## config.mk

```make
export PLATFORM = sky130hd
export DESIGN_NAME = gpio_irq_bank
export DESIGN_NICKNAME = d
export VERILOG_FILES = /design/src/rtl/gpio_bank_pkg.sv /design/src/rtl/gpio_in_sync.sv /design/src/rtl/gpio_trig_detect.sv /design/src/rtl/gpio_irq_pend.sv /design/src/rtl/gpio_irq_bank.sv
export SDC_FILE = /design/constraint.sdc
export NUM_CORES = 1
export LEC_CHECK = 0
export BUFFER_PORTS_ARGS = -buffer_cell sky130_fd_sc_hd__buf_2
export CORE_UTILIZATION = 47
export DETAILED_ROUTE_END_ITERATION = 10
export PLACE_DENSITY = 0.66
export SYNTH_ARGS = -nofsm -noshare
export SYNTH_HDL_FRONTEND = slang
export SYNTH_SLANG_ARGS = --single-unit
```

## constraint.sdc

```tcl
create_clock -name clk -period 2.95 [get_ports clk]
set_input_delay 0.59 -clock clk [delete_from_list [all_inputs] [get_ports clk]]
set_output_delay 0.59 -clock clk [all_outputs]
set_load 0.005 [all_outputs]
```

## src/rtl/gpio_bank_pkg.sv

```systemverilog
package gpio_bank_pkg;
    localparam int REG_AW = 4;

    typedef enum logic [REG_AW-1:0] {
        A_IN    = 4'd0,
        A_OSET  = 4'd1,
        A_OCLR  = 4'd2,
        A_DIR   = 4'd3,
        A_ESET  = 4'd4,
        A_ECLR  = 4'd5,
        A_PEND  = 4'd6,
        A_MODE  = 4'd7,
        A_POL   = 4'd8,
        A_BOTH  = 4'd9
    } reg_addr_e;
endpackage

```

## src/rtl/gpio_in_sync.sv

```systemverilog
module gpio_in_sync #(
    parameter int NPINS = 32
) (
    input  logic             clk,
    input  logic             rst_n,
    input  logic [NPINS-1:0] pin_i,
    output logic [NPINS-1:0] lvl_o,
    output logic [NPINS-1:0] prev_o
);
    typedef struct packed {
        logic [NPINS-1:0] s1;
        logic [NPINS-1:0] s2;
        logic [NPINS-1:0] prev;
    } sync_t;

    sync_t sync_d, sync_q;

    always_comb begin
        sync_d.s1   = pin_i;
        sync_d.s2   = sync_q.s1;
        sync_d.prev = sync_q.s2;
    end

    always_ff @(posedge clk) begin
        if (!rst_n) sync_q <= '0;
        else        sync_q <= sync_d;
    end

    assign lvl_o  = sync_q.s2;
    assign prev_o = sync_q.prev;
endmodule

```

## src/rtl/gpio_trig_detect.sv

```systemverilog
module gpio_trig_detect #(
    parameter int NPINS = 32
) (
    input  logic [NPINS-1:0] lvl,
    input  logic [NPINS-1:0] prev,
    input  logic [NPINS-1:0] mode,
    input  logic [NPINS-1:0] pol,
    input  logic [NPINS-1:0] both,
    output logic [NPINS-1:0] hit
);
    for (genvar i = 0; i < NPINS; i++) begin : g_pin
        logic rise, fall, lvl_act, edge_act;
        always_comb begin
            rise     = lvl[i] & ~prev[i];
            fall     = ~lvl[i] & prev[i];
            lvl_act  = (lvl[i] == pol[i]);
            if (both[i]) edge_act = rise | fall;
            else         edge_act = pol[i] ? rise : fall;
            hit[i]   = mode[i] ? edge_act : lvl_act;
        end
    end
endmodule

```

## src/rtl/gpio_irq_pend.sv

```systemverilog
module gpio_irq_pend #(
    parameter int NPINS = 32
) (
    input  logic             clk,
    input  logic             rst_n,
    input  logic [NPINS-1:0] hit,
    input  logic [NPINS-1:0] ack,
    output logic [NPINS-1:0] pend_q
);
    logic [NPINS-1:0] pend_d;

    always_comb begin
        // a fresh event outranks an acknowledge of the same bit
        pend_d = (pend_q & ~ack) | hit;
    end

    always_ff @(posedge clk) begin
        if (!rst_n) pend_q <= '0;
        else        pend_q <= pend_d;
    end
endmodule

```

## src/rtl/gpio_irq_bank.sv

```systemverilog
module gpio_irq_bank
    import gpio_bank_pkg::*;
#(
    parameter int NPINS = 32
) (
    input  logic              clk,
    input  logic              rst_n,
    input  logic [NPINS-1:0]  pin_i,
    output logic [NPINS-1:0]  pin_o,
    output logic [NPINS-1:0]  pin_oe,
    input  logic              bus_en,
    input  logic              bus_we,
    input  logic [REG_AW-1:0] bus_addr,
    input  logic [NPINS-1:0]  bus_wdata,
    output logic [NPINS-1:0]  bus_rdata,
    output logic              irq_o
);
    typedef struct packed {
        logic [NPINS-1:0] dout;
        logic [NPINS-1:0] dir;
        logic [NPINS-1:0] en;
        logic [NPINS-1:0] mode;
        logic [NPINS-1:0] pol;
        logic [NPINS-1:0] both;
    } regs_t;

    localparam logic [NPINS-1:0] POL_RST = '1;

    regs_t regs_d, regs_q;
    logic [NPINS-1:0] lvl, prev, hit, ack, pend_q, en_vec;
    logic wr;

    gpio_in_sync #(.NPINS(NPINS)) u_sync (
        .clk(clk), .rst_n(rst_n), .pin_i(pin_i), .lvl_o(lvl), .prev_o(prev)
    );

    gpio_trig_detect #(.NPINS(NPINS)) u_det (
        .lvl(lvl), .prev(prev), .mode(regs_q.mode), .pol(regs_q.pol),
        .both(regs_q.both), .hit(hit)
    );

    gpio_irq_pend #(.NPINS(NPINS)) u_pend (
        .clk(clk), .rst_n(rst_n), .hit(hit), .ack(ack), .pend_q(pend_q)
    );

    assign wr  = bus_en & bus_we;
    assign ack = (wr && bus_addr == A_PEND) ? bus_wdata : '0;

    always_comb begin
        regs_d = regs_q;
        if (wr) begin
            case (bus_addr)
                A_OSET: regs_d.dout = regs_q.dout | bus_wdata;
                A_OCLR: regs_d.dout = regs_q.dout & ~bus_wdata;
                A_DIR:  regs_d.dir  = bus_wdata;
                A_ESET: regs_d.en   = regs_q.en | bus_wdata;
                A_ECLR: regs_d.en   = regs_q.en & ~bus_wdata;
                A_MODE: regs_d.mode = bus_wdata;
                A_POL:  regs_d.pol  = bus_wdata;
                A_BOTH: regs_d.both = bus_wdata;
                default: ;
            endcase
        end
    end

    always_ff @(posedge clk) begin
        if (!rst_n) begin
            regs_q     <= '0;
            regs_q.pol <= POL_RST;
        end else begin
            regs_q <= regs_d;
        end
    end

    always_comb begin
        bus_rdata = '0;
        if (bus_en && !bus_we) begin
            case (bus_addr)
                A_IN:           bus_rdata = lvl;
                A_OSET, A_OCLR: bus_rdata = regs_q.dout;
                A_DIR:          bus_rdata = regs_q.dir;
                A_ESET, A_ECLR: bus_rdata = regs_q.en;
                A_PEND:         bus_rdata = pend_q;
                A_MODE:         bus_rdata = regs_q.mode;
                A_POL:          bus_rdata = regs_q.pol;
                A_BOTH:         bus_rdata = regs_q.both;
                default:        bus_rdata = '0;
            endcase
        end
    end

    assign en_vec = regs_q.en;
    assign pin_o  = regs_q.dout;
    assign pin_oe = regs_q.dir;
    assign irq_o  = |(pend_q & en_vec);
endmodule

```

### Word-level counts from Yosys, hierarchy flattened

Index checks and enable logic that the tools add are counted.

* eq/ne operators: 41
* mux-type cells: 101
* bitwise gates (word level): 170
* reductions and logical operators: 15

Operator list (count)
* $pmux 32 s8: 1
* $and 32x32->32: 4
* $pmux 32 s2: 2
* $mux 1: 96
* $or 32x32->32: 3
* $and 1x1->1: 65
* $mux 32: 2
* $not 1->1: 64
* $not 32->32: 2
* $eq 1x1->1: 32
* $or 1x1->1: 32
* $reduce_or 32->1: 1
* $eq 4x3->1 const B: 4
* $reduce_and 2->1: 6
* $eq 4x2->1 const B: 2
* $eq 4x4->1 const B: 2
* $eq 4x1->1 const B: 1
* $logic_not 4->1: 1
* $reduce_bool 2->1: 2
* $reduce_or 2->1: 2
* $logic_and 1x1->1: 2
* $logic_not 1->1: 1

* register bits after elaboration: 320
* bits of input ports: 72
* word-level logic and storage cells: 337

### Depth between registers and ports, before layout

* depth after elaboration: 6
* gate-level depth with buffers: 7

### By module

Synthesis repeated with hierarchy kept, for this count alone.

* cell total of the unflattened synthesis: 1834
* area, all modules: 16607.2 µm²

Modules (own cells, without submodules)
* gpio_irq_bank: times used 1, cells an instance 1213, area an instance 10166.0 µm², seq. area each 3843.7 µm²
* gpio_in_sync: times used 1, cells an instance 234, area an instance 2844.0 µm², seq. area each 1921.8 µm²
* gpio_trig_detect: times used 1, cells an instance 288, area an instance 2482.4 µm², seq. area each 0.0 µm²
* gpio_irq_pend: times used 1, cells an instance 99, area an instance 1114.8 µm², seq. area each 640.6 µm²

### Worst setup path after synthesis

No wires, ideal clock.

* path kind: input port to output port
* start: in bus_addr[1]
* end: out bus_rdata[10]
* data arrival time: 1.797 ns
* required time: 2.360 ns
* path slack: 0.563 ns
* stages: 7
* cell sequence: buf_4 > buf_2 > nand3b_1 > clkbuf_1 > nor2_1 > a221oi_1 > a21oi_1

* word-level cells in the longest chain between the ends: 4

Ends and longest elaborated chain
* start, declared: RTL line gpio_irq_bank.sv:13 `input logic [REG_AW-1:0] bus_addr,`
* $eq 4x3->1 (tied with other cells): RTL line gpio_irq_bank.sv:78 `case (bus_addr)`
* $reduce_or 2->1: RTL line gpio_irq_bank.sv:78
* $pmux 32 s8 *: RTL line gpio_irq_bank.sv:78
* $mux 32 *: RTL line gpio_irq_bank.sv:77 `if (bus_en && !bus_we) begin`
* end, declared: RTL line gpio_irq_bank.sv:15 `output logic [NPINS-1:0] bus_rdata,`

Mark *: on every way between the ends. The rest lies on a longest branch, timed or not.

### Worst setup path in the final report

* start: in bus_addr[0]
* end: out bus_rdata[26]

The elaborated chain is that of the path after synthesis.

==> reports/summary.txt <==
========================================================================================
Result of the run                                                           complete, no violations
Post-cts repair resize count                                                           0
Critical path, cell by cell                                                 buf_2 > buf_4 > mux2_2 > a222oi_1 > a21oi_1 > buf_2
DRT Pass-1 Iters                                                                       6
Pleak                                                                            6.67 nW
Layer carrying the most global-route usage                                          met2
Total half-perimeter wirelength after legalization and detailed placement       30500 um
Ys Warns                                                                               0
Number of distinct library cells after synthesis                                      51
Max rail drop VDD                                                             0.000461 V
Setup TNS                                                                           0 ps
Startpoint Class                                                            primary input
Most Frequent Cell on Critical Path                                         sky130_fd_sc_hd__buf_2
Hold Buf Count CTS                                                                     0
Share of final-layout standard cells stronger than drive strength 1                0.199
Die width                                                                         182 um
Total clock buffers created by CTS                                                    36
Average detailed-routed wire length per instance                                 20.7 um
Layout area overhead                                                               13.9%
GR Util All Layers                                                                 0.275
Layout net count                                                                    1944
Share of flip-flops with an asynchronous set or reset                                  0
Top-area cell type share of the netlist area                                       0.420
Cell taking the most area after synthesis                                   sky130_fd_sc_hd__dfxtp_1
Power per standard cell area                                                  578 mW/mm2
Clk slew on worst S/H paths                                                        60 ps
Most instantiated flip-flop cell in the synthesis netlist                   sky130_fd_sc_hd__dfxtp_1
Post-Syn Area                                                                 0.0152 mm2
CP max stage delay                                                                370 ps
Final global-route overflow total                                                      0
Top delay family on crit path                                               buffers and inverters
Total Routed Length                                                             46400 um
Met3 GRT Util                                                                     0.0515
Gate Count Post-Synth                                                               1760
Top-count cell post-synth                                                   sky130_fd_sc_hd__dfxtp_1
Input/output buffers                                                                 168
Highest net fanout along the worst path                                               16
Die footprint                                                                 0.0331 mm2
Met2 GRT Util                                                                      0.451
Critical Path Sink Type                                                     primary output
Maximum Capacitance Violations                                                         0
Remaining number of nets flagged by the antenna check after routing                    0
Number of placed cells counting well taps                                           2172
Hold Violations, Final                                                                 0
Number of sinks driven by the clock tree                                             320
Net count after synthesis                                                           1896
Min Clock Period, post-route                                                     2800 ps
Data arrival time of the critical path                                           2210 ps
Post-synth EDFFs                                                                       0
Unrepaired setup endpoints after global routing                                       no
Slew Limit Fails                                                                       0
Achievable Freq                                                                  357 MHz
Core outline area                                                             0.0317 mm2
H-tree levels                                                                          2
Class of the worst hold path                                                primary input to flip-flop
Buffers and inverters on the worst path                                                3
Clock Skews                                                                      13.9 ps
Via count of the first global-routing pass                                         12419
Drt initial violations                                                              1388
Routability congestion estimate from global placement                              0.936
Finish-stage setup viols                                                               0
Setup fix buffers added after clock tree synthesis                                     0
Final routed DRC violation total                                                       0
Top cells by area, synth                                                    sky130_fd_sc_hd__dfxtp_1 42%, sky130_fd_sc_hd__nand2_1 7.4%, sky130_fd_sc_hd__a21oi_1 6.7%
Crit path max-delay cell type                                               sky130_fd_sc_hd__mux2_2
Initial cell density of the core                                                   0.480
Core Rows                                                                             65
Number of standard cells in the layout, taps in and fillers out                     2237
Average size of a mapped cell                                                   8.66 um2
CTS tree                                                                           built
Deepest clock path buffer count                                                        3
Wire length of the first global-routing pass                                    71200 um
Measured slew at the worst slew-check pin                                         967 ps
Post-synthesis sequential element count                                              320
Slew margin rel.                                                                   0.355
GR Util met1                                                                       0.354
Vert. Die Dim                                                                     182 um
Worst Setup Path Type                                                       primary input to primary output
Top cells by instance count after synthesis                                 320 x sky130_fd_sc_hd__dfxtp_1, 300 x sky130_fd_sc_hd__nand2_1, 205 x sky130_fd_sc_hd__a21oi_1
Via count                                                                          13209
Root buf cell                                                               sky130_fd_sc_hd__clkbuf_16
Number of antenna violations at the first check in global routing                      4
Later-pin clock latency in the skew report                                        520 ps
Final worst-path cycle share                                                       0.949
Sequential element share of the synthesized area                                   0.420
Via-to-Cell Ratio                                                                   5.90
Required arrival time at the worst endpoint                                      2360 ps
# IOs                                                                                169
Maximum number of pins on one net before global-route repair                         136
========================================================================================
==> layout by cell type (no fill, tap or decap), types with 7 or more instances in the layout <==
cell type                   instances
sky130_fd_sc_hd__o21ai_0           33
sky130_fd_sc_hd__a222oi_1          28
sky130_fd_sc_hd__a31oi_1            9
sky130_fd_sc_hd__buf_12            13
sky130_fd_sc_hd__nand3_1           32
sky130_fd_sc_hd__clkbuf_16         38
sky130_fd_sc_hd__nand2_1          300
sky130_fd_sc_hd__a311oi_1          32
sky130_fd_sc_hd__o21a_1            25
sky130_fd_sc_hd__o211ai_1          32
sky130_fd_sc_hd__ha_1              64
sky130_fd_sc_hd__a211oi_1          32
sky130_fd_sc_hd__a21boi_0          20
sky130_fd_sc_hd__dfxtp_1          320
sky130_fd_sc_hd__a221oi_1          23
sky130_fd_sc_hd__a21o_1             7
sky130_fd_sc_hd__a21oi_1          205
sky130_fd_sc_hd__nor2_1            58
sky130_fd_sc_hd__buf_2            167
sky130_fd_sc_hd__a22oi_1           22
sky130_fd_sc_hd__buf_4             42
sky130_fd_sc_hd__mux2i_1           27
sky130_fd_sc_hd__and2_1            64
sky130_fd_sc_hd__mux2_2            64
sky130_fd_sc_hd__inv_1             64
sky130_fd_sc_hd__xor2_1            32
==> worst paths after layout <==
check | start | end | slack (ps) | cells after the start
max | bus_addr[0] | bus_rdata[26] | 150 | 6
min | pin_i[22] | u_sync.sync_d[54]$_SDFF_PN0_ | 270 | 2
max reg2reg | u_sync.lvl_o[5]$_SDFF_PN0_ | u_pend.pend_q[5]$_SDFF_PN0_ | 1340 | 6
min reg2reg | u_sync.sync_d[44]$_SDFF_PN0_ | u_sync.lvl_o[12]$_SDFF_PN0_ | 430 | 1
==> where the power goes <==
part           switching [mW]  internal [mW]
Combinational           0.422          0.277
Sequential              0.109           4.43
Clock                    1.85           2.94
Total                    2.38           7.65
==> through the flow <==
step / power, mW / instance area, um2 / util / setup slack [ps] / hold WS [ps]
after floorplan: 5.05 / 15200 / - / 563 / 412
after global placement: 5.30 / 16100 / 0.507 / 177 / 414
after detailed placement: 5.32 / 16100 / 0.507 / 158 / 417
after CTS: 10.1 / 17400 / 0.547 / 163 / 256
after global routing: 10.3 / 17400 / 0.547 / 86.5 / 265
final: 10.0 / 17400 / 0.547 / 152 / 272
==> cell type report <==
cell class | instances | area, um2
Fill cell | 2943 | 14400
Clock buffer | 46 | 1040
Multi-Input combinational cell | 1163 | 7510
Tap cell | 402 | 503
Timing Repair Buffer | 222 | 1410
Sequential cell | 320 | 6410
Antenna cell | 2 | 5.00
Clock inverter | 17 | 238
Inverter | 65 | 249
==> cell families (layout without fill, tap and decap cells) <==
family | Yosys count | count (layout) | share of synthesized area
compound gates | 479 | 479 | 0.206
fa+ha+maj | 64 | 64 | 0.0525
simple gates | 496 | 496 | 0.147
buf+inv | 277 | 350 | 0.0901
xor+xnor | 33 | 33 | 0.0190
mux | 91 | 91 | 0.0650
other cells | 0 | 2 | 0
flops | 320 | 320 | 0.420
==> routing by layer <==
metal | part of all wire | vias to the layer above
li1 | - | 6160
met1 | 0.41 | 6346
met2 | 0.47 | 602
met3 | 0.087 | 99
met4 | 0.036 | 2
met5 | 0.00019 | -
Power figures use the tool's default switching activity.
